File: config.mk
export PLATFORM = sky130hd
export DESIGN_NAME = irq_src_ctrl
export DESIGN_NICKNAME = d
export VERILOG_FILES = /design/src/rtl/isc_pkg.sv /design/src/rtl/isc_slot.sv /design/src/rtl/isc_pick.sv /design/src/rtl/irq_src_ctrl.sv
export SDC_FILE = /design/constraint.sdc
export NUM_CORES = 1
export LEC_CHECK = 0
export BUFFER_PORTS_ARGS = -buffer_cell sky130_fd_sc_hd__buf_2
export CAP_MARGIN = 20
export CORE_ASPECT_RATIO = 1.2
export CORE_UTILIZATION = 25
export CTS_CLUSTER_DIAMETER = 200
export DETAILED_ROUTE_END_ITERATION = 8
export HOLD_SLACK_MARGIN = 0.12
export PLACE_DENSITY_LB_ADDON = 0.05
export SLEW_MARGIN = 25
export SYNTH_ARGS = -nofsm -noshare
export SYNTH_HDL_FRONTEND = slang
export SYNTH_SLANG_ARGS = --single-unit
export TNS_END_PERCENT = 30
File: constraint.sdc
create_clock -name clk -period 5 [get_ports clk]
set_input_delay 1 -clock clk [delete_from_list [all_inputs] [get_ports clk]]
set_output_delay 1 -clock clk [all_outputs]
set_load 0.005 [all_outputs]
File: src/rtl/isc_pkg.sv
`timescale 1ns/1ps
package isc_pkg;
    localparam int PRIO_W = 8;
    typedef logic [PRIO_W-1:0] prio_t;
    localparam prio_t PRIO_OFF = '1;

    typedef enum logic [2:0] {
        OP_CFG    = 3'd0,
        OP_OFF    = 3'd1,
        OP_ON     = 3'd2,
        OP_REJECT = 3'd3,
        OP_EOI    = 3'd4,
        OP_RESEND = 3'd5
    } op_e;

    localparam logic [2:0] OP_LAST = 3'd5;

    typedef struct packed {
        logic asserted;
        logic sent;
        logic rejected;
        logic mpend;
    } flags_t;

    function automatic logic is_open(prio_t p);
        return p != PRIO_OFF;
    endfunction
endpackage

File: src/rtl/isc_slot.sv
`timescale 1ns/1ps
module isc_slot import isc_pkg::*; #(
    parameter bit LEVEL = 1'b0,
    parameter int SRV_W = 4
) (
    input  logic             clk,
    input  logic             rst,
    input  logic             line_i,
    input  logic             hit_i,
    input  op_e              op_i,
    input  logic [SRV_W-1:0] srv_i,
    input  prio_t            prio_i,
    input  logic             resend_i,
    input  logic             grant_i,
    output logic             req_o,
    output logic [SRV_W-1:0] srv_o,
    output prio_t            prio_o
);
    flags_t fl_q, fl_d;
    prio_t prio_q, prio_d, save_q, save_d;
    logic [SRV_W-1:0] srv_q, srv_d;
    logic req_q, req_d, reval;

    always_comb begin
        fl_d   = fl_q;
        prio_d = prio_q;
        save_d = save_q;
        srv_d  = srv_q;
        req_d  = req_q & ~grant_i;
        reval  = 1'b0;
        if (hit_i) begin
            case (op_i)
                OP_CFG:    begin srv_d = srv_i; prio_d = prio_i; save_d = prio_i; reval = 1'b1; end
                OP_OFF:    begin prio_d = PRIO_OFF; save_d = prio_q; reval = 1'b1; end
                OP_ON:     begin prio_d = save_q; reval = 1'b1; end
                OP_REJECT: begin fl_d.rejected = 1'b1; fl_d.sent = 1'b0; end
                OP_EOI:    if (LEVEL) fl_d.sent = 1'b0;
                default:   ;
            endcase
        end
        // asserted doubles as the previous line value for edge sources
        fl_d.asserted = line_i;
        if (LEVEL) begin
            if (line_i != fl_q.asserted) reval = 1'b1;
            if ((reval || resend_i) && is_open(prio_d) && fl_d.asserted && !fl_d.sent) begin
                fl_d.sent = 1'b1;
                req_d     = 1'b1;
            end
        end else begin
            if (line_i && !fl_q.asserted) begin
                if (is_open(prio_d)) req_d = 1'b1;
                else                 fl_d.mpend = 1'b1;
            end
            if (reval && fl_d.mpend && is_open(prio_d)) begin
                fl_d.mpend = 1'b0;
                req_d      = 1'b1;
            end
            if (resend_i && fl_d.rejected) begin
                fl_d.rejected = 1'b0;
                if (is_open(prio_d)) req_d = 1'b1;
            end
        end
    end

    always_ff @(posedge clk) begin
        if (rst) begin
            fl_q   <= '0;
            prio_q <= PRIO_OFF;
            save_q <= PRIO_OFF;
            srv_q  <= '0;
            req_q  <= 1'b0;
        end else begin
            fl_q   <= fl_d;
            prio_q <= prio_d;
            save_q <= save_d;
            srv_q  <= srv_d;
            req_q  <= req_d;
        end
    end

    assign req_o  = req_q;
    assign srv_o  = srv_q;
    assign prio_o = prio_q;

    a_r2_masked_no_present: assert property (@(posedge clk) disable iff (rst)
        $rose(req_q) |-> prio_q != PRIO_OFF);

    a_r3_pend_only_masked: assert property (@(posedge clk) disable iff (rst)
        fl_q.mpend |-> prio_q == PRIO_OFF);

    if (LEVEL) begin : g_lvl_chk
        a_r4_sent_with_req: assert property (@(posedge clk) disable iff (rst)
            $rose(fl_q.sent) |-> req_q);
    end else begin : g_msg_chk
        a_r7_msg_eoi_inert: assert property (@(posedge clk) disable iff (rst)
            hit_i && op_i == OP_EOI |=> fl_q.sent == $past(fl_q.sent));
    end
endmodule

File: src/rtl/isc_pick.sv
`timescale 1ns/1ps
module isc_pick #(
    parameter int N  = 16,
    parameter int IW = $clog2(N)
) (
    input  logic [N-1:0]  req_i,
    output logic [IW-1:0] idx_o
);
    always_comb begin
        idx_o = '0;
        for (int i = N - 1; i >= 0; i--) begin
            if (req_i[i]) idx_o = IW'(i);
        end
    end
endmodule

File: src/rtl/irq_src_ctrl.sv
`timescale 1ns/1ps
module irq_src_ctrl import isc_pkg::*; #(
    parameter int                 NUM_SRC   = 16,
    parameter int                 SRV_W     = 4,
    parameter int                 NUM_W     = 16,
    parameter logic [NUM_W-1:0]   BASE      = 16'h1000,
    parameter logic [NUM_SRC-1:0] LEVEL_MAP = 16'h00FF
) (
    input  logic               clk,
    input  logic               rst,
    input  logic [NUM_SRC-1:0] line_in,
    input  logic               cmd_valid,
    output logic               cmd_ready,
    input  logic [2:0]         cmd_op,
    input  logic [NUM_W-1:0]   cmd_num,
    input  logic [SRV_W-1:0]   cmd_srv,
    input  logic [7:0]         cmd_prio,
    output logic               rsp_valid,
    output logic               rsp_err,
    output logic               pres_valid,
    input  logic               pres_ready,
    output logic [SRV_W-1:0]   pres_srv,
    output logic [NUM_W-1:0]   pres_num,
    output logic [7:0]         pres_prio
);
    localparam int IDX_W = $clog2(NUM_SRC);
    localparam logic [NUM_W-1:0] CNT = NUM_W'(NUM_SRC);

    op_e              op;
    logic [NUM_W-1:0] off;
    logic             accept, in_range, is_resend, bad, resend_go;
    logic [NUM_SRC-1:0] req, hit, grant;
    logic [SRV_W-1:0] srv_a [NUM_SRC];
    prio_t            prio_a [NUM_SRC];
    logic [IDX_W-1:0] pick_idx, sel, lock_idx_q;
    logic             lock_q, rsp_valid_q, rsp_err_q;

    assign op        = op_e'(cmd_op);
    assign off       = cmd_num - BASE;
    assign in_range  = (cmd_num >= BASE) && (off < CNT);
    assign is_resend = (op == OP_RESEND);
    assign bad       = (cmd_op > OP_LAST) || (!is_resend && !in_range);
    assign cmd_ready = ~|req;
    assign accept    = cmd_valid && cmd_ready;
    assign resend_go = accept && !bad && is_resend;

    isc_pick #(.N(NUM_SRC), .IW(IDX_W)) u_pick (
        .req_i (req),
        .idx_o (pick_idx)
    );

    assign sel        = lock_q ? lock_idx_q : pick_idx;
    assign pres_valid = |req;
    assign pres_num   = BASE + NUM_W'(sel);
    assign pres_srv   = srv_a[sel];
    assign pres_prio  = prio_a[sel];

    for (genvar i = 0; i < NUM_SRC; i++) begin : g_src
        assign hit[i]   = accept && !bad && !is_resend && (off[IDX_W-1:0] == IDX_W'(i));
        assign grant[i] = pres_valid && pres_ready && (sel == IDX_W'(i));
        isc_slot #(.LEVEL(LEVEL_MAP[i]), .SRV_W(SRV_W)) u_slot (
            .clk      (clk),
            .rst      (rst),
            .line_i   (line_in[i]),
            .hit_i    (hit[i]),
            .op_i     (op),
            .srv_i    (cmd_srv),
            .prio_i   (cmd_prio),
            .resend_i (resend_go),
            .grant_i  (grant[i]),
            .req_o    (req[i]),
            .srv_o    (srv_a[i]),
            .prio_o   (prio_a[i])
        );
    end

    always_ff @(posedge clk) begin
        if (rst) begin
            lock_q      <= 1'b0;
            lock_idx_q  <= '0;
            rsp_valid_q <= 1'b0;
            rsp_err_q   <= 1'b0;
        end else begin
            lock_q      <= pres_valid && !pres_ready;
            lock_idx_q  <= sel;
            rsp_valid_q <= accept;
            rsp_err_q   <= accept && bad;
        end
    end

    assign rsp_valid = rsp_valid_q;
    assign rsp_err   = rsp_err_q;

    a_r11_hold: assert property (@(posedge clk) disable iff (rst)
        pres_valid && !pres_ready |=> pres_valid && $stable(pres_num)
            && $stable(pres_srv) && $stable(pres_prio));

    a_r10_rsp_follows: assert property (@(posedge clk) disable iff (rst)
        cmd_valid && cmd_ready |=> rsp_valid);

    a_r10_low_num_err: assert property (@(posedge clk) disable iff (rst)
        cmd_valid && cmd_ready && cmd_num < BASE && cmd_op != OP_RESEND |=> rsp_err);
endmodule

==> metrics.txt, run 1 <==
Post-synth top flop dfxtp_1; CP max-delay cell or4_1; critical path type flop to output port; CTS sink count 383; FF/Latch Area 7667 sq um; critical path launch point g_src[13].u_slot.req_o$_SDFF_PP0_; Synth Register Bits roughly 380; Die ar. 75,410 sq um; logic gate share of total power 6.6%; Switching Share between 20% and 30%; setup TNS 0 ns; Final Skew 0.01771 ns; dominant cells by area after synthesis dfxtp_1 (41%), nand2_1 (7.2%), o211ai_1 (6.5%), a221o_1 (5.0%), o21a_1 (4.1%); hold path startpoint g_src[12].u_slot.srv_o[1]$_SDFFE_PP0P_; biggest area consumer among synthesized cells dfxtp_1; post-synth top area share 41.27%; Final Max Tran Viols 0; Diodes inserted 0; setup repair after global routing missed its margin true; hold_buf cts 0; core area around 74,000 sq um; vias in the first global route approximately 17,000; Critical Path Fanout Max 45; later-pin clock latency in the skew report 0.60 ns; Pleak 8.483 nW; DR top layer met4; 1st-pass router iterations 7; reg2reg start g_src[13].u_slot.req_o$_SDFF_PP0_; M1 wire length 37.71 mm; met3 WL 3.841 mm; Clock Power Share between 50 and 60%; worst hold path class flop to flop; final weighted congestion in routability-driven placement 0.9025; total CTS buffers 48; Seq/Total Area, Yosys 41.27%; Reg-to-Reg End g_src[2].u_slot.req_o$_SDFF_PP0_; final routed DRC violation total 0; post-synthesis cell count approximately 2,200; Slew Limit Headroom 37.31%; placed insts between 3,000 and 4,000; CP Depth 9; synth cell count leaders dfxtp_1 (383), nand2_1 (357), o211ai_1 (160), a21oi_1 (146), clkbuf_1 (139); synthesized area about 19,000 sq um; Final Non-Filler Cells between 3,000 and 4,000; Max-Cap Viols 0; Cells on Worst Hold Path 2; most frequent cell after synthesis dfxtp_1; share of layout cells above drive strength 1 13.75%; vias post-DR 17,615; Multi-input gate area 10,110 sq um; H-Tree Depth 2; worst stage delay on the critical path 0.66 ns; final hold violations 0; minimum clock period after layout 4.951 ns; Worst Path Required about 4 ns; Final Total Pwr 7.109 mW; r2r setup slk 1.23 ns; R2R cell count 7; first-pass GRT wire length 123.6 mm; FFs w/ async S/R, synth 0%; GRT Total Usage ~22%; PwrDens 329.0 nW/um^2; Psw 1.809 mW; crit share post-route 99.03%; Initial Util 25.23%; worst path arrival time a little under 4 ns; Met2 Routed Length 40.86 mm; fillcell total slightly below 8,000; endpoint type of the worst setup path output port; Max rail drop VDD 0.2759 mV; status complete, no violations; final core utilization between 20 and 30%; Detail Route Antenna Nets 0; Detailed Place HPWL 59.72 mm; Die X 250.9 um; setup bufs post-CTS 0; antenna violations before repair 0; I/O pin count between 80 and 90; Nets 2,236; global route overflow 0; crit path cell chain nor2_1, a2111oi_2, o211ai_4, buf_4, and3_1, a211oi_1, a311oi_1, or4_1, buf_2; Die H 300.6 um; Mapped Avg Cell Area 8.534 sq um; number of flops mapped to enable cells by yosys 0; routed len/inst 26.80 um; Top delay family on crit path compound AO/OA/AOI/OAI gates; P&R area growth vs syn 16.31%; Hold Slack 0.4494 ns; Pint 5.300 mW; Buffers on Ports 70; crit start category flop; Buf/Inv on CP 2; DR iter-0 viols 1,327; FP Rows about 110; Slew @ Worst Pin 0.9403 ns; Hold EP g_src[12].u_slot.srv_o[1]$_SDFFE_PP0P_; clock slew at reported path FFs roughly 0.060 ns; Synth cell types 73; Flop pwr share a little over two fifths; vias per inst 5.573; fmax 202.0 MHz; largest net degree at the start of global routing between 80 and 90; endpoints failing setup 0; CTS tree done; Clk Tree Root Cell clkbuf_16; Total Wirelength 84.73 mm; clock buffer depth 3; Synth warnings 0
==> area by class of cell <==
type / instances / share of cell area [%]
inverter: 13 / 0.2432
multi-input combinational: 1587 / 46.81
timing repair buffer: 152 / 4.806
tap: 943 / 5.460
clock inverter: 17 / 0.8570
sequential: 383 / 35.48
clock buffer: 66 / 6.340
==> per-layer routing <==
layer / vias to the layer above / track usage, %
met2: 525 / 37.70
met1: 8790 / 28.81
met5: - / 0
met3: 121 / 3.190
met4: 0 / 6.504
li1: 8179 / -
==> registers in the layout (all words and copies together), names as in the netlist <==
| signal | count |
|---|---|
| lock_q | 1 |
| g_src.u_slot.save_q | 128 |
| lock_idx_q | 4 |
| g_src.u_slot.prio_o | 128 |
| rsp_valid | 1 |
| g_src.u_slot.fl_q | 40 |
| g_src.u_slot.srv_o | 64 |
| g_src.u_slot.req_o | 16 |
| rsp_err | 1 |
==> logic make-up (layout without fill, tap and decap cells) <==
| family | Yosys count | after routing | share of synthesized area, % |
|---|---|---|---|
| AND/OR/NAND/NOR | 804 | 804 | 22.70 |
| AO/OA/AOI/OAI | 737 | 737 | 29.01 |
| flip-flops | 383 | 383 | 41.27 |
| buffers and inverters | 217 | 248 | 4.916 |
| multiplexers | 34 | 34 | 2.054 |
| other | 2 | 12 | 0.04042 |
==> what timing repair did <==
item                       CTS  global route
hold endpoints to repair     0             0
gates resized for setup      3             1
setup endpoints to repair    8             2
==> tightest hold or removal path: cells and delay by family, from the launching register on <==
family           cells  cell delay (ns)
AND/OR/NAND/NOR      1             0.05
flip-flops           1             0.30
AO/OA/AOI/OAI        1             0.05
==> how the worst max path moves through the flow <==
stage | slack (ns) | endpoint
floorplan | 1.53 | pres_srv[2]
global placement | 0.31 | pres_prio[2]
detailed placement | 0.35 | pres_prio[2]
CTS | 0.02 | pres_prio[4]
global route | -0.006 | pres_prio[1]
finish | 0.05 | pres_prio[5]
==> power groups by stage <==
| stage | sequential (mW) | clock, mW | combinational, mW |
|---|---|---|---|
| after floorplan | 3.14 | 0 | 0.272 |
| after global placement | 3.14 | 0 | 0.479 |
| after detailed placement | 3.14 | 0 | 0.476 |
| after CTS | 3.07 | 3.67 | 0.476 |
| after global routing | 3.07 | 3.79 | 0.505 |
| final | 3.07 | 3.57 | 0.472 |
==> layout by cell type (no fill, tap or decap), types with 12 or more instances in the layout <==
cell type and instances:
dfxtp_1 383, nand2_1 356, o211ai_1 160, a21oi_1 146, o21a_1 101, nand3_1 96, a221o_1 93, nor2_1 86
buf_4 76, buf_2 69, a311oi_1 52, clkbuf_16 49, a211oi_1 47, and3_1 45, a22oi_1 44, o21ai_0 38
nand4_1 36, or4_1 30, nor2b_1 28, mux2i_1 28, and2_1 17, a21o_1 16, nor4_1 15, clkinv_2 14
conb_1 12
==> through the flow <==
stage | area, sq um | worst slack (ns)
finish | 21610 | 0.04863
global route | 21610 | -0.005815
CTS | 21600 | 0.01733
detailed placement | 20040 | 0.3545
global placement | 20040 | 0.3104
floorplan | 18620 | 1.531
Power figures use the tool's default switching activity.
==> run 2: changes to the inputs <==
--- a/config.mk
+++ b/config.mk
@@ -5,10 +5,11 @@
 export SDC_FILE = /design/constraint.sdc
 export NUM_CORES = 1
 export LEC_CHECK = 0
+export ABC_AREA = 1
 export BUFFER_PORTS_ARGS = -buffer_cell sky130_fd_sc_hd__buf_2
 export CAP_MARGIN = 20
 export CORE_ASPECT_RATIO = 1.2
-export CORE_UTILIZATION = 25
+export CORE_UTILIZATION = 30
 export CTS_CLUSTER_DIAMETER = 200
 export DETAILED_ROUTE_END_ITERATION = 8
 export HOLD_SLACK_MARGIN = 0.12
==> run 2 against run 1 <==
Routed wire length grew 4.0%. Worst setup slack improved by 0.34 ns. Design area is 6.6% higher. Total power down 1.1%. Die area is 8.9% lower. Via count is 20% higher. Synthesized cell count grew 44%. Sequential share of layout area decreased by 2.2 points. Critical path type unchanged. Critical endpoint is now pres_prio[7]. Largest cell class unchanged. Highest routed layer unchanged.
==> metrics.txt, run 2 <==
Switching Share 25.83% (was 25.45%); GR Layer Usage met1 32.07% (was 28.81%); dominant cells by area after synthesis dfxtp_1 (38%), nand2_1 (18%), o21ai_0 (12%), inv_1 (6.6%), o221ai_1 (4.8%) (was dfxtp_1 (41%), nand2_1 (7.2%), o211ai_1 (6.5%), a221o_1 (5.0%), o21a_1 (4.1%)); most frequent cells in the layout nand2_1 (982), o21ai_0 (488), dfxtp_1 (383), inv_1 (353), nor2_1 (168) (was dfxtp_1 (383), nand2_1 (356), o211ai_1 (160), a21oi_1 (146), o21a_1 (101)); worst path arrival time 3.62 ns (was 3.95 ns); Max rail drop VDD 0.1945 mV (was 0.2759 mV); number of flops mapped to enable cells by yosys 0 (unchanged); setup TNS 0 ns (unchanged); commonest non-fill, non-tap cell in the layout nand2_1 (was dfxtp_1); Synth Register Bits 383 (unchanged); CTS tree done (unchanged); clock buffer depth 3 (unchanged); core area 67,010 sq um (was 73,650 sq um); critical path launch point g_src[13].u_slot.req_o$_SDFF_PP0_ (unchanged); Mapped Avg Cell Area 6.460 sq um (was 8.534 sq um); met2 global-route usage 42.54% (was 37.70%); Max-Cap Viols 0 (unchanged); hold_buf cts 0 (unchanged); worst stage delay on the critical path 0.47 ns (was 0.66 ns); Detailed Place HPWL 57.76 mm (was 59.72 mm); Buffers on Ports 70 (unchanged); Clock Power Share 50.0% (was 50.2%); routed len/inst 21.68 um (was 26.80 um); Final Non-Filler Cells 4,064 (was 3,161); Slew @ Worst Pin 1.144 ns (was 0.9403 ns); CTS sink count 383 (unchanged); Worst Path Required 4.00 ns (about the same); Critical Path Fanout Max 40 (was 45); share of layout cells above drive strength 1 8.505% (was 13.75%); DP Area 21,490 sq um (was 20,040 sq um); vias in the first global route 20,088 (was 17,127); Worst setup endpoint pres_prio[7] (was pres_prio[5]); Flop pwr share 43.6% (was 43.2%); H-Tree Depth 2 (unchanged); minimum clock period after layout 4.615 ns (was 4.951 ns); final hold violations 0 (unchanged); post-synthesis cell count 3,142 (was 2,177); Pleak 11.30 nW (was 8.483 nW); fmax 216.7 MHz (was 202.0 MHz); CP most frequent cell nand2_1; GRT Total Usage 25.37% (was 22.10%); fillcell total 7,343 (was 7,821); R2R cell count 13 (was 7); Total Wirelength 88.09 mm (was 84.73 mm); critical path type flop to output port (unchanged); logic gate share of total power 6.4% (was 6.6%); most frequent cell after synthesis nand2_1 (was dfxtp_1); setup repair after global routing missed its margin false (was true); endpoint type of the worst setup path output port (unchanged); Die X 239.4 um (was 250.9 um); final weighted congestion in routability-driven placement 0.8667 (was 0.9025); synthesized area 20,300 sq um (was 18,580 sq um); Post-CTS Resized 0 (was 3); Initial Util 30.29% (was 25.23%); final core utilization 34.37% (was 29.34%); Nets 3,179 (was 2,236); placed insts 3,979 (was 3,078); worst hold path class flop to flop (unchanged); global route overflow 0 (unchanged); P&R area growth vs syn 13.48% (was 16.31%); crit start category flop (unchanged); Clk Tree Root Cell clkbuf_16 (unchanged); r2r setup slk 1.71 ns (was 1.23 ns); busiest layer in global routing met2 (unchanged); Setup WS pre-CTS 1.049 ns (was 0.3545 ns); DR iter-0 viols 1,942 (was 1,327); total CTS buffers 48 (unchanged); vias post-DR 21,116 (was 17,615); fin area 23,030 sq um (was 21,610 sq um); Hold Slack 0.4849 ns (was 0.4494 ns); FFs w/ async S/R, synth 0% (unchanged); Pint 5.215 mW (was 5.300 mW); Slew Limit Headroom 23.72% (was 37.31%); Synth cell types 42 (was 73); Reg-to-Reg End g_src[14].u_slot.srv_o[3]$_SDFFE_PP0P_ (was g_src[2].u_slot.req_o$_SDFF_PP0_); Final Total Pwr 7.031 mW (was 7.109 mW); synth cell count leaders nand2_1 (987), o21ai_0 (488), dfxtp_1 (383), inv_1 (355), nor2_1 (169) (was dfxtp_1 (383), nand2_1 (357), o211ai_1 (160), a21oi_1 (146), clkbuf_1 (139)); setup bufs post-CTS 0 (unchanged); reg2reg start g_src[3].u_slot.req_o$_SDFF_PP0_ (was g_src[13].u_slot.req_o$_SDFF_PP0_); Die H 286.9 um (was 300.6 um); FP Rows 104 (was 109); Final Skew 0.02537 ns (was 0.01771 ns); biggest area consumer among synthesized cells dfxtp_1 (unchanged); Final WS setup 0.3850 ns (was 0.04863 ns); final routed DRC violation total 0 (unchanged); first-pass GRT wire length 130.7 mm (was 123.6 mm); antenna violations before repair 1 (was 0); Detail Route Antenna Nets 0 (unchanged); Psw 1.816 mW (was 1.809 mW); post-synth top area share 37.78% (was 41.27%); vias per inst 5.196 (was 5.573); 1st-pass router iterations 8 (was 7); I/O pin count 83 (unchanged); Diodes inserted 0 (unchanged); Seq/Total Area, Yosys 37.78% (was 41.27%); Final Max Tran Viols 0 (unchanged); crit share post-route 92.30% (was 99.03%); Die ar. 68,710 sq um (was 75,410 sq um); largest net degree at the start of global routing 164 (was 81); later-pin clock latency in the skew report 0.61 ns (was 0.60 ns); status complete, no violations (unchanged); clock slew at reported path FFs 0.06 ns (about the same); Synth warnings 0 (unchanged); CP max-delay cell nand2_4 (was or4_1); M3 GR Usage 3.217% (was 3.190%); PwrDens 305.3 nW/um^2 (was 329.0 nW/um^2); Post-synth top flop dfxtp_1 (unchanged); endpoints failing setup 0 (unchanged)
run 2: cell count changes in the layout (fill, tap and decap cells not counted), moves of 81 or more:
cell | before | now
o21a_1 | 101 | 1
o21ai_0 | 38 | 488
a221o_1 | 93 | 12
o211ai_1 | 160 | 17
nand2_1 | 356 | 982
inv_1 | 10 | 353
nor2_1 | 86 | 168
o221ai_1 | 0 | 112
run 2: worst min path at each step:
| stage | from | to | slack (ns) | cells past startpoint |
|---|---|---|---|---|
| 5_1_grt | g_src[10].u_slot.req_o$_SDFF_PP0_ | g_src[10].u_slot.req_o$_SDFF_PP0_ | 0.52 | 2 |
| 3_5_place_dp | g_src[6].u_slot.req_o$_SDFF_PP0_ | g_src[6].u_slot.req_o$_SDFF_PP0_ | 0.47 | 2 |
| 2_1_floorplan | g_src[2].u_slot.req_o$_SDFF_PP0_ | g_src[2].u_slot.req_o$_SDFF_PP0_ | 0.45 | 2 |
| 4_1_cts | g_src[6].u_slot.req_o$_SDFF_PP0_ | g_src[6].u_slot.req_o$_SDFF_PP0_ | 0.48 | 2 |
| 3_3_place_gp | g_src[7].u_slot.req_o$_SDFF_PP0_ | g_src[7].u_slot.req_o$_SDFF_PP0_ | 0.48 | 2 |
| 6_report | g_src[6].u_slot.req_o$_SDFF_PP0_ | g_src[6].u_slot.req_o$_SDFF_PP0_ | 0.48 | 2 |
run 2: area by class of cell:
type / count / area (sq um) / share of cell area, %
clock inverter: 6 / 65.06 / 0.2825
timing repair buffer: 125 / 875.8 / 3.802
multi-input combinational: 2193 / 10400 / 45.14
clock buffer: 79 / 1469 / 6.377
sequential: 383 / 7667 / 33.29
tap: 901 / 1127 / 4.894
inverter: 377 / 1431 / 6.214
run 2: cell families after synthesis:
group                  Yosys count  share of synthesized area, %
other                            2                       0.03700
buffers and inverters          576                         11.43
AOI/OAI and AO/OA              807                         22.88
and+or+nand+nor               1374                         27.88
DFF                            383                         37.78
run 2: critical path: cells and delay by family (launching register included):
kind / cells / cell delay [ns]
simple gates: 22 / 1.92
flops: 1 / 0.36
buf+inv: 4 / 0.62
run 2: routing by layer:
layer / up-vias / part of all wire, %
met4: 0 / 4.9
met1: 10051 / 43
met2: 670 / 47
li1: 10231 / -
met3: 164 / 5.1
met5: - / 0
run 2: power groups by stage:
stage                     sequential, mW  combinational [mW]  clock [mW]
after floorplan                     3.13               0.255           0
after global routing                3.07               0.487        3.71
after CTS                           3.07               0.450        3.60
final                               3.07               0.451        3.51
after global placement              3.13               0.448           0
after detailed placement            3.14               0.449           0
==> run 3: changes to the inputs <==
--- a/config.mk
+++ b/config.mk
@@ -5,7 +5,6 @@
 export SDC_FILE = /design/constraint.sdc
 export NUM_CORES = 1
 export LEC_CHECK = 0
-export ABC_AREA = 1
 export BUFFER_PORTS_ARGS = -buffer_cell sky130_fd_sc_hd__buf_2
 export CAP_MARGIN = 20
 export CORE_ASPECT_RATIO = 1.2
@@ -13,9 +12,10 @@
 export CTS_CLUSTER_DIAMETER = 200
 export DETAILED_ROUTE_END_ITERATION = 8
 export HOLD_SLACK_MARGIN = 0.12
-export PLACE_DENSITY_LB_ADDON = 0.05
+export PLACE_DENSITY = 0.43
 export SLEW_MARGIN = 25
 export SYNTH_ARGS = -nofsm -noshare
 export SYNTH_HDL_FRONTEND = slang
+export SYNTH_HIERARCHICAL = 1
 export SYNTH_SLANG_ARGS = --single-unit
 export TNS_END_PERCENT = 30
==> run 3 against run 2 <==
The run now ends with setup timing left. Area after synthesis up 7.3%. Design area up 5.6%. Sequential share of layout area down 1.8 points. Synthesized cell count down 23%. Cell count down 17%. Clock skew down 0.0015 ns. Via count down 9.4%.
==> metrics.txt, run 3 <==
status complete, but fails checks (was complete, no violations); failing checks setup timing; vias post-DR 19,128 (was 21,116); endpoints failing setup 1 (was 0); CP Depth 10 (was 26); core area 71,360 sq um (was 67,010 sq um); crit path cell chain nor2_1, nor3_1, o31ai_2, a31oi_4, buf_4, nor4bb_1, a41o_1, o41ai_2, nand4_1, buf_2; largest net degree at the start of global routing 109 (was 164); Hold Slack 0.4557 ns (was 0.4849 ns); worst hold path class flop to flop (unchanged); Die H 297.1 um (was 286.9 um); Final Non-Filler Cells 3,377 (was 4,064); post-synthesis cell count 2,426 (was 3,142); P&R area growth vs syn 11.73% (was 13.48%); first-pass GRT wire length 121.6 mm (was 130.7 mm); crit share post-route 100.6% (was 92.30%); final weighted congestion in routability-driven placement 0.9193 (was 0.8667); critical path launch point g_src[14].u_slot/req_o$_SDFF_PP0_ (was g_src[13].u_slot.req_o$_SDFF_PP0_); final routed DRC violation total 0 (unchanged); 1st-pass router iterations 6 (was 8); final hold violations 0 (unchanged); FFs w/ async S/R, synth 0% (unchanged); PwrDens 282.1 nW/um^2 (was 305.3 nW/um^2); Final Total Pwr 6.863 mW (was 7.031 mW); Nets 2,468 (was 3,179); clock buffer depth 3 (unchanged); Worst setup endpoint pres_prio[4] (was pres_prio[7]); biggest area consumer among synthesized cells dfxtp_1 (unchanged); final core utilization 34.09% (was 34.37%); hold_buf cts 0 (unchanged); setup repair after global routing missed its margin false (unchanged); H-Tree Depth 2 (unchanged); fmax 198.9 MHz (was 216.7 MHz); R2R cell count 11 (was 13); Max-Cap Viols 0 (unchanged); Max rail drop VDD 0.2604 mV (was 0.1945 mV); Slew @ Worst Pin 0.9871 ns (was 1.144 ns); Reg-to-Reg End g_src[2].u_slot/fl_q[2]$_SDFF_PP0_ (was g_src[14].u_slot.srv_o[3]$_SDFFE_PP0P_); Cells on Worst Hold Path 1 (was 2); FP Rows 107 (was 104); Synth warnings 6 (was 0); synthesized area 21,770 sq um (was 20,300 sq um); vias in the first global route 18,478 (was 20,088); placed insts 3,291 (was 3,979); worst path arrival time 4.03 ns (was 3.62 ns); CP max-delay cell o41ai_2 (was nand2_4); Top delay family on crit path compound AO/OA/AOI/OAI gates (was simple AND/OR/NAND/NOR gates); critical path type flop to output port (unchanged); Mapped Avg Cell Area 8.975 sq um (was 6.460 sq um); minimum clock period after layout 5.029 ns (was 4.615 ns); most frequent cells in the layout dfxtp_1 (382), nand2_1 (271), mux2i_1 (172), nor2_1 (151), o21ai_0 (116) (was nand2_1 (982), o21ai_0 (488), dfxtp_1 (383), inv_1 (353), nor2_1 (168)); vias per inst 5.664 (was 5.196); worst stage delay on the critical path 0.68 ns (was 0.47 ns); Final Skew 0.02388 ns (was 0.02537 ns); Die ar. 73,660 sq um (was 68,710 sq um); crit start category flop (unchanged); Buffers on Ports 70 (unchanged); clock slew at reported path FFs 0.06 ns (about the same); r2r setup slk 0.86 ns (was 1.71 ns); Post-synth top flop dfxtp_1 (unchanged); DR iter-0 viols 1,524 (was 1,942); antenna violations before repair 5 (was 1); Initial Util 30.51% (was 30.29%); Detail Route Antenna Nets 0 (unchanged); CTS tree done (unchanged); Total Wirelength 82.07 mm (was 88.09 mm); Synth Register Bits 383 (unchanged); Final Max Tran Viols 0 (unchanged); GRT Total Usage 21.79% (was 25.37%); Critical Path Fanout Max 28 (was 40); Die X 247.9 um (was 239.4 um); Seq/Total Area, Yosys 35.21% (was 37.78%); CTS sink count 383 (unchanged); synth cell count leaders dfxtp_1 (383), nand2_1 (271), mux2i_1 (172), nor2_1 (151), o21ai_0 (116) (was nand2_1 (987), o21ai_0 (488), dfxtp_1 (383), inv_1 (355), nor2_1 (169)); Clk Tree Root Cell clkbuf_16 (unchanged); most frequent cell after synthesis dfxtp_1 (was nand2_1); Buf/Inv on CP 2 (was 4); share of layout cells above drive strength 1 17.60% (was 8.505%); Pleak 9.205 nW (was 11.30 nW); commonest non-fill, non-tap cell in the layout dfxtp_1 (was nand2_1); routed len/inst 24.30 um (was 21.68 um); dominant cells by area after synthesis dfxtp_1 (35%), mux2i_1 (7.9%), nand2_1 (4.7%), a211o_1 (3.1%), o21ai_0 (2.7%) (was dfxtp_1 (38%), nand2_1 (18%), o21ai_0 (12%), inv_1 (6.6%), o221ai_1 (4.8%)); Synth cell types 78 (was 42); global route overflow 0 (unchanged); post-synth top area share 35.21% (was 37.78%); Detailed Place HPWL 56.33 mm (was 57.76 mm); Slew Limit Headroom 34.20% (was 23.72%); number of flops mapped to enable cells by yosys 0 (unchanged); endpoint type of the worst setup path output port (unchanged); fillcell total 7,340 (was 7,343); I/O pin count 83 (unchanged); reg2reg start g_src[8].u_slot/req_o$_SDFF_PP0_ (was g_src[3].u_slot.req_o$_SDFF_PP0_); total CTS buffers 45 (was 48); later-pin clock latency in the skew report 0.59 ns (was 0.61 ns); Worst Path Required 4.00 ns (about the same); Final WS setup -0.02880 ns (was 0.3850 ns)
[run 3: changes by cell type in the layout (fill, tap and decap cells not counted), sizes merged, moves of 49 or more]
cell    previous run  this run
nand3            128         7
nand2b             0        88
o211ai            17        66
nor2b              0        59
inv              375        32
a211o              0        78
o22ai              0        66
o221ai           112         9
nand2            999       271
o21ai            536       131
mux2i              0       174
[run 3: worst min path at each step]
| stage | from | to | slack, ns |
|---|---|---|---|
| detailed placement | g_src[5].u_slot/save_q[2]$_SDFFE_PP1P_ | g_src[5].u_slot/save_q[2]$_SDFFE_PP1P_ | 0.44 |
| floorplan | g_src[0].u_slot/save_q[6]$_SDFFE_PP1P_ | g_src[0].u_slot/save_q[6]$_SDFFE_PP1P_ | 0.43 |
| finish | g_src[5].u_slot/save_q[5]$_SDFFE_PP1P_ | g_src[5].u_slot/save_q[5]$_SDFFE_PP1P_ | 0.46 |
| global placement | g_src[4].u_slot/save_q[5]$_SDFFE_PP1P_ | g_src[4].u_slot/save_q[5]$_SDFFE_PP1P_ | 0.44 |
| CTS | g_src[7].u_slot/save_q[5]$_SDFFE_PP1P_ | g_src[7].u_slot/save_q[5]$_SDFFE_PP1P_ | 0.46 |
| global route | g_src[4].u_slot/save_q[3]$_SDFFE_PP1P_ | g_src[4].u_slot/save_q[3]$_SDFFE_PP1P_ | 0.47 |
[run 3: metrics by stage]
step / cell area, sq um / setup WS [ns] / setup TNS, ns
after detailed placement: 22650 / 0.2978 / 0
final: 24330 / -0.02880 / -0.02880
after global placement: 22650 / 0.2577 / 0
after CTS: 24240 / 0.002649 / 0
after floorplan: 21810 / 1.801 / 0
after global routing: 24320 / 0.003535 / 0
[run 3: area by class of cell]
type	count	area, sq um	share of cell area, %
clock buffers	65	1331	5.472
clock inverters	14	122.6	0.5040
well taps	926	1159	4.762
flip-flops and latches	383	7671	31.53
multi-input cells	1827	13070	53.73
diodes	2	5.005	0.02057
repair buffers	130	854.6	3.513
inverters	30	112.6	0.4629
[run 3: kinds of logic (layout without fill, tap and decap cells)]
group	count (synthesis)	after routing	share of synthesized area, %
compound gates	738	740	24.78
simple gates	829	829	20.88
buf+inv	228	239	6.040
other cells	2	14	0.03449
flops	383	383	35.21
mux	246	246	13.06
[run 3: worst register-to-register path, delay by kind of cell, from the launching register on]
| kind | cells | cell delay, ns |
|---|---|---|
| AO/OA/AOI/OAI | 3 | 0.63 |
| flip-flops | 1 | 0.43 |
| buffers and inverters | 2 | 0.64 |
| AND/OR/NAND/NOR | 6 | 2.33 |
[run 3: power by group]
part           leakage (nW)  switching [mW]  internal (mW)
logic                  5.37           0.330          0.167
clock network         0.728            1.40           1.90
registers              3.10         0.00571           3.06
[run 3: repair_timing]
action / CTS / global route
cloned: 1 / 1
buffers inserted: 1 / 2
setup endpoints to repair: 9 / 12
resized for setup: 16 / 6
pin swaps: 4 / 3
endpoints found under the hold margin: 0 / 0
[run 3: per-layer routing]
metal	share of wire, %	track usage [%]
met5	0	0
met4	3.2	6.690
met3	4.7	3.104
met2	48	36.50
met1	44	28.56
